### src/rtl/mm_arb_pkg.sv
package mm_arb_pkg;

    typedef enum logic {
        STG_ADDR = 1'b0,
        STG_DATA = 1'b1
    } xfer_stage_e;

    typedef struct packed {
        logic        lost;
        xfer_stage_e stage;
        logic        resend;
    } loss_rec_t;

    localparam int unsigned LINE_SDA = 0;
    localparam int unsigned LINE_SCL = 1;
    localparam int unsigned N_LINES  = 2;

    // Another master won when the line was released but reads low.
    function automatic logic arb_mismatch(input logic want_high, input logic seen);
        return want_high && !seen;
    endfunction

endpackage

### src/rtl/mm_sync_bank.sv
module mm_sync_bank #(
    parameter int unsigned WIDTH  = 2,
    parameter int unsigned STAGES = 2
) (
    input  logic             clk,
    input  logic             rst,
    input  logic [WIDTH-1:0] d,
    output logic [WIDTH-1:0] q
);
    localparam int unsigned TOP = STAGES - 1;

    for (genvar i = 0; i < WIDTH; i++) begin : g_bit
        logic [STAGES-1:0] sh;
        always_ff @(posedge clk) begin
            if (rst) sh <= '1;            // idle bus lines float high
            else     sh <= {sh[STAGES-2:0], d[i]};
        end
        assign q[i] = sh[TOP];
    end
endmodule

### src/rtl/mm_rise_detect.sv
module mm_rise_detect (
    input  logic clk,
    input  logic rst,
    input  logic lvl,
    output logic rise
);
    logic prev;
    always_ff @(posedge clk) begin
        if (rst) prev <= 1'b1;
        else     prev <= lvl;
    end
    assign rise = lvl && !prev;
endmodule

### src/rtl/mm_loss_ctrl.sv
module mm_loss_ctrl
    import mm_arb_pkg::*;
(
    input  logic        clk,
    input  logic        rst,
    input  logic        chk_en,
    input  logic        want_high,
    input  logic        sda_seen,
    input  xfer_stage_e stage_in,
    input  logic        stop_seen,
    input  logic        flag_clr,
    output logic        hold,
    output loss_rec_t   rec,
    output logic        hand
);
    logic detect;
    assign detect = chk_en && !hold && arb_mismatch(want_high, sda_seen);

    always_ff @(posedge clk) begin
        if (rst) begin
            hold <= 1'b0;
            hand <= 1'b0;
            rec  <= '0;
        end else begin
            if (detect)         hold <= 1'b1;
            else if (stop_seen) hold <= 1'b0;

            if (detect)         hand <= (stage_in == STG_ADDR);
            else if (stop_seen) hand <= 1'b0;

            if (detect) begin
                rec.lost   <= 1'b1;
                rec.stage  <= stage_in;
                rec.resend <= rec.resend || (stage_in == STG_DATA);
            end else if (flag_clr) begin
                rec <= '0;
            end
        end
    end
endmodule

### src/rtl/mm_line_arbiter.sv
module mm_line_arbiter
    import mm_arb_pkg::*;
#(
    parameter int unsigned SYNC_STAGES = 2
) (
    input  logic clk,
    input  logic rst,
    input  logic tx_bit,
    input  logic scl_req,
    input  logic stage_sel,
    input  logic sda_in,
    input  logic scl_in,
    input  logic stop_seen,
    input  logic flag_clr,
    output logic sda_pull,
    output logic scl_pull,
    output logic arb_lost,
    output logic lost_stage,
    output logic resend_req,
    output logic hand_to_slave
);
    logic [N_LINES-1:0] raw_lines;
    logic [N_LINES-1:0] sync_lines;
    logic               scl_rise;
    logic               hold;
    loss_rec_t          rec;
    xfer_stage_e        stage_e;

    assign raw_lines[LINE_SDA] = sda_in;
    assign raw_lines[LINE_SCL] = scl_in;
    assign stage_e = xfer_stage_e'(stage_sel);

    mm_sync_bank #(.WIDTH(N_LINES), .STAGES(SYNC_STAGES)) i_sync (
        .clk (clk),
        .rst (rst),
        .d   (raw_lines),
        .q   (sync_lines)
    );

    mm_rise_detect i_rise (
        .clk  (clk),
        .rst  (rst),
        .lvl  (sync_lines[LINE_SCL]),
        .rise (scl_rise)
    );

    mm_loss_ctrl i_ctrl (
        .clk       (clk),
        .rst       (rst),
        .chk_en    (scl_rise),
        .want_high (tx_bit),
        .sda_seen  (sync_lines[LINE_SDA]),
        .stage_in  (stage_e),
        .stop_seen (stop_seen),
        .flag_clr  (flag_clr),
        .hold      (hold),
        .rec       (rec),
        .hand      (hand_to_slave)
    );

    // Pull-down enables only: a high level is always a released line.
    assign sda_pull   = !hold && !tx_bit;
    assign scl_pull   = !hold && scl_req;
    assign arb_lost   = rec.lost;
    assign lost_stage = rec.stage;
    assign resend_req = rec.resend;
endmodule

### config.mk
export PLATFORM = sky130hd
export DESIGN_NAME = mm_line_arbiter
export DESIGN_NICKNAME = d
export VERILOG_FILES = /design/src/rtl/mm_arb_pkg.sv /design/src/rtl/mm_sync_bank.sv /design/src/rtl/mm_rise_detect.sv /design/src/rtl/mm_loss_ctrl.sv /design/src/rtl/mm_line_arbiter.sv
export SDC_FILE = /design/constraint.sdc
export NUM_CORES = 1
export LEC_CHECK = 0
export ABC_CLOCK_PERIOD_IN_PS = 950
export BUFFER_PORTS_ARGS = -buffer_cell sky130_fd_sc_hd__buf_4
export CORE_AREA = 2 2 39 41
export DETAILED_ROUTE_END_ITERATION = 10
export DIE_AREA = 0 0 41 43
export PLACE_DENSITY_LB_ADDON = 0.3
export SLEW_MARGIN = 5
export SYNTH_ARGS = -nofsm -noshare
export SYNTH_HDL_FRONTEND = slang
export SYNTH_SLANG_ARGS = --single-unit
### constraint.sdc
create_clock -name clk -period 0.95 [get_ports clk]
set_input_delay 0 -clock clk [delete_from_list [all_inputs] [get_ports clk]]
set_output_delay 0 -clock clk [all_outputs]
set_load 0.01 [all_outputs]
==> out/summary.txt <==
Main synth FF type: dfxtp_1
FF-to-FF path depth: 3
Synthesis-stage register bit count: 10
Slew Limit Fails: 0
Start point of the worst hold path: flag_clr
PD cells: 1364 nW/um2
Startpoint types: input pin
CTS Root Cell: clkbuf_4
Multi-input gate area: 171.4 um2
Worst EP required: 1.13 ns
CP peak stage delay: 0.53 ns
Total global routing track utilization: 10.40%
Vias in the first global route: 293
CTS HTree Levels: 1
VDD IR-drop max: 0.7947 mV
R2R Setup Slk: 0.04 ns
Share of the synthesized area in the top cell type: 51.78%
Placed cell area: 500.5 um2
I/O pin count: 15
Max-cap violation count: 0
Top cell family by delay on the critical path: buffers and inverters
Relative slew slack: 84.06%
Worst Hold End: i_ctrl.rec[0]
Most common cell in the netlist: dfxtp_1
Final period utilization: 96.84%
Synth async-reset ratio: 0%
Total grt overflow: 0
Fill cells: 147
Syn Std Cell Area: 386.6 um2
Area contributors post-synth: dfxtp_1 52%, or2_1 8.1%, a21oi_1 3.9%
Register area: 201.4 um2
Clock Sinks: 10
Fin nets: 70
Clock slew at reported path FFs: 0.06 ns
Antenna-violating nets left: 0
Area of the die: 1763 um2
Fin. Hold Viols: 0
CTS tree: yes
Slowest stage cell, crit path: dlygate4sd3_1
First-pass GRT wire length: 1.138 mm
Buffers added on ports: 14
Buffers & Inverters on Critical Path: 2
Peak Freq: 1087 MHz
DRT Pass-1 Iters: 1
Final Skew: 0.005372 ns
Yosys warns: 0
Reg-to-reg endpoint: i_ctrl.hand
Post-route cell area: 574.3 um2
WL final: 667 um
Mapped Cells: 38
Leakage: 0.2328 nW
Post-synth EDFFs: 0
Final setup viols: 0
Rows: 14
CP Data Arrival Time: 1.10 ns
Initial DRC count: 0
Die Ht: 43 um
Share of cells above drive strength 1: 40.68%
Synth Net Count: 47
Layout area overhead: 48.54%
Setup bufs post-CTS: 0
HP Class: input pin to flop
Crit path time final: 0.9200 ns
Ant diodes: 0
Hold depth: 3
Crit Path Max Fanout: 12
CP Capture Type: flop
Worst skew pair latency: 0.26 ns
Worst-Margin Slew: 0.2385 ns
Setup CP Type: input pin to flop
Post-DR wirelength/cell: 8.893 um
Seq/Total Area, Yosys: 51.78%
Outcome: completed
RSZ-0062 raised after global routing: true
Number of CTS-inserted buffers: 3
DR vias: 341
Pin count of the biggest net entering global routing: 13
Library cells used by synthesis: 20
Post-synth top cells: 10 x dfxtp_1, 5 x or2_1, 3 x a21oi_1
Reg2reg start: i_ctrl.hold
Gpl congestion: 0.6809
DR DRC count: 0
Post-synth top area cell: dfxtp_1
Die X: 41 um
Core area: 1384 um2
Initial antenna violation count: 0
Max Root-Sink Buffers: 2
Syn avg cell area: 10.17 um2
Initial core utilization: 27.94%
Vias/cell: 4.547
Total power: 783.3 uW
Crit-path cells: dlygate4sd3_1 > buf_4 > nor3b_1 > o21ai_2 > o31ai_2
==> cell type report <==
cell class	instances	share of cell area [%]
well taps	16	3.486
flip-flops and latches	10	35.08
inverters	1	0.6536
multi-input cells	26	29.85
repair buffers	19	27.02
clock buffers	3	3.922
==> cell usage in the layout, fill, tap and decap left out, types with 2 or more instances in the layout <==
| master | Yosys | routed |
|---|---|---|
| dfxtp_1 | 10 | 9 |
| buf_4 | 0 | 14 |
| o21ai_1 | 2 | 2 |
| dlygate4sd3_1 | 0 | 5 |
| nor2b_1 | 2 | 2 |
| a21oi_1 | 3 | 3 |
| clkbuf_4 | 0 | 3 |
| nand2b_1 | 2 | 2 |
| or2_1 | 5 | 5 |
==> logic make-up after synthesis <==
family | synth area share (%)
AO/OA/AOI/OAI | 14.24
flip-flops | 51.78
buffers and inverters | 3.882
AND/OR/NAND/NOR | 30.10
==> metrics by stage <==
stage | TNS, ns | setup slack (ns) | util (%) | cells | hold WS (ns)
after global routing | -0.02062 | -0.02062 | 41.50 | 75 | 0.02829
after CTS | 0 | 0.007620 | 41.41 | 75 | 0.006266
final | 0 | 0.03005 | 41.50 | 75 | 0.01945
after global placement | 0 | 0.02852 | 36.17 | 67 | 0.1771
after detailed placement | 0 | 0.02781 | 36.17 | 67 | 0.1833
after floorplan | 0 | 0.09101 | - | 38 | 0.04292
==> where the power goes <==
group	total, mW	switching, mW	leakage [nW]	internal [mW]
clock network	0.272	0.127	0.0138	0.145
logic	0.0790	0.0283	0.137	0.0506
registers	0.432	0.00336	0.0822	0.429
total	0.783	0.158	0.233	0.625
==> worst max path at each step <==
stage                           from     endpoint  slack (ns)  cells past startpoint
3_5_place_dp             i_ctrl.hold  i_ctrl.hand        0.03                      3
3_3_place_gp             i_ctrl.hold  i_ctrl.hand        0.03                      3
4_1_cts                  i_ctrl.hold  i_ctrl.hand       0.008                      3
2_1_floorplan  i_sync.g_bit[0].sh[1]  i_ctrl.hand        0.09                      3
6_report                         rst  i_ctrl.hand        0.03                      5
5_1_grt                  i_ctrl.hold  i_ctrl.hand       -0.02                      3
==> routing by layer <==
layer / share of wire (%) / track usage [%] / up-vias
li1: - / - / 172
met2: 50 / 14.69 / 13
met3: 9.7 / 9.424 / 2
met1: 40 / 10.49 / 154
met5: 0 / 0 / -
met4: 0.60 / 4.000 / 0
==> worst reg2reg max path, cell delays in order, from the launching register on <==
cell	delay, ns
dfxtp_2	0.33
and3b_2	0.26
nand2_2	0.07
o31ai_2	0.16
==> sequential cells by signal (all words and copies together), names as in the netlist <==
signal / flops
i_sync.g_bit.sh: 4
i_ctrl.hand: 1
i_ctrl.hold: 1
i_ctrl.rec: 3
i_rise.prev: 1
==> repair_timing <==
action,CTS,global route
hold endpoints to repair,6,0
hold buffers,5,0
resized for setup,0,1
setup endpoints to repair,0,2
Note: power is estimated with default switching activity, not from simulation.
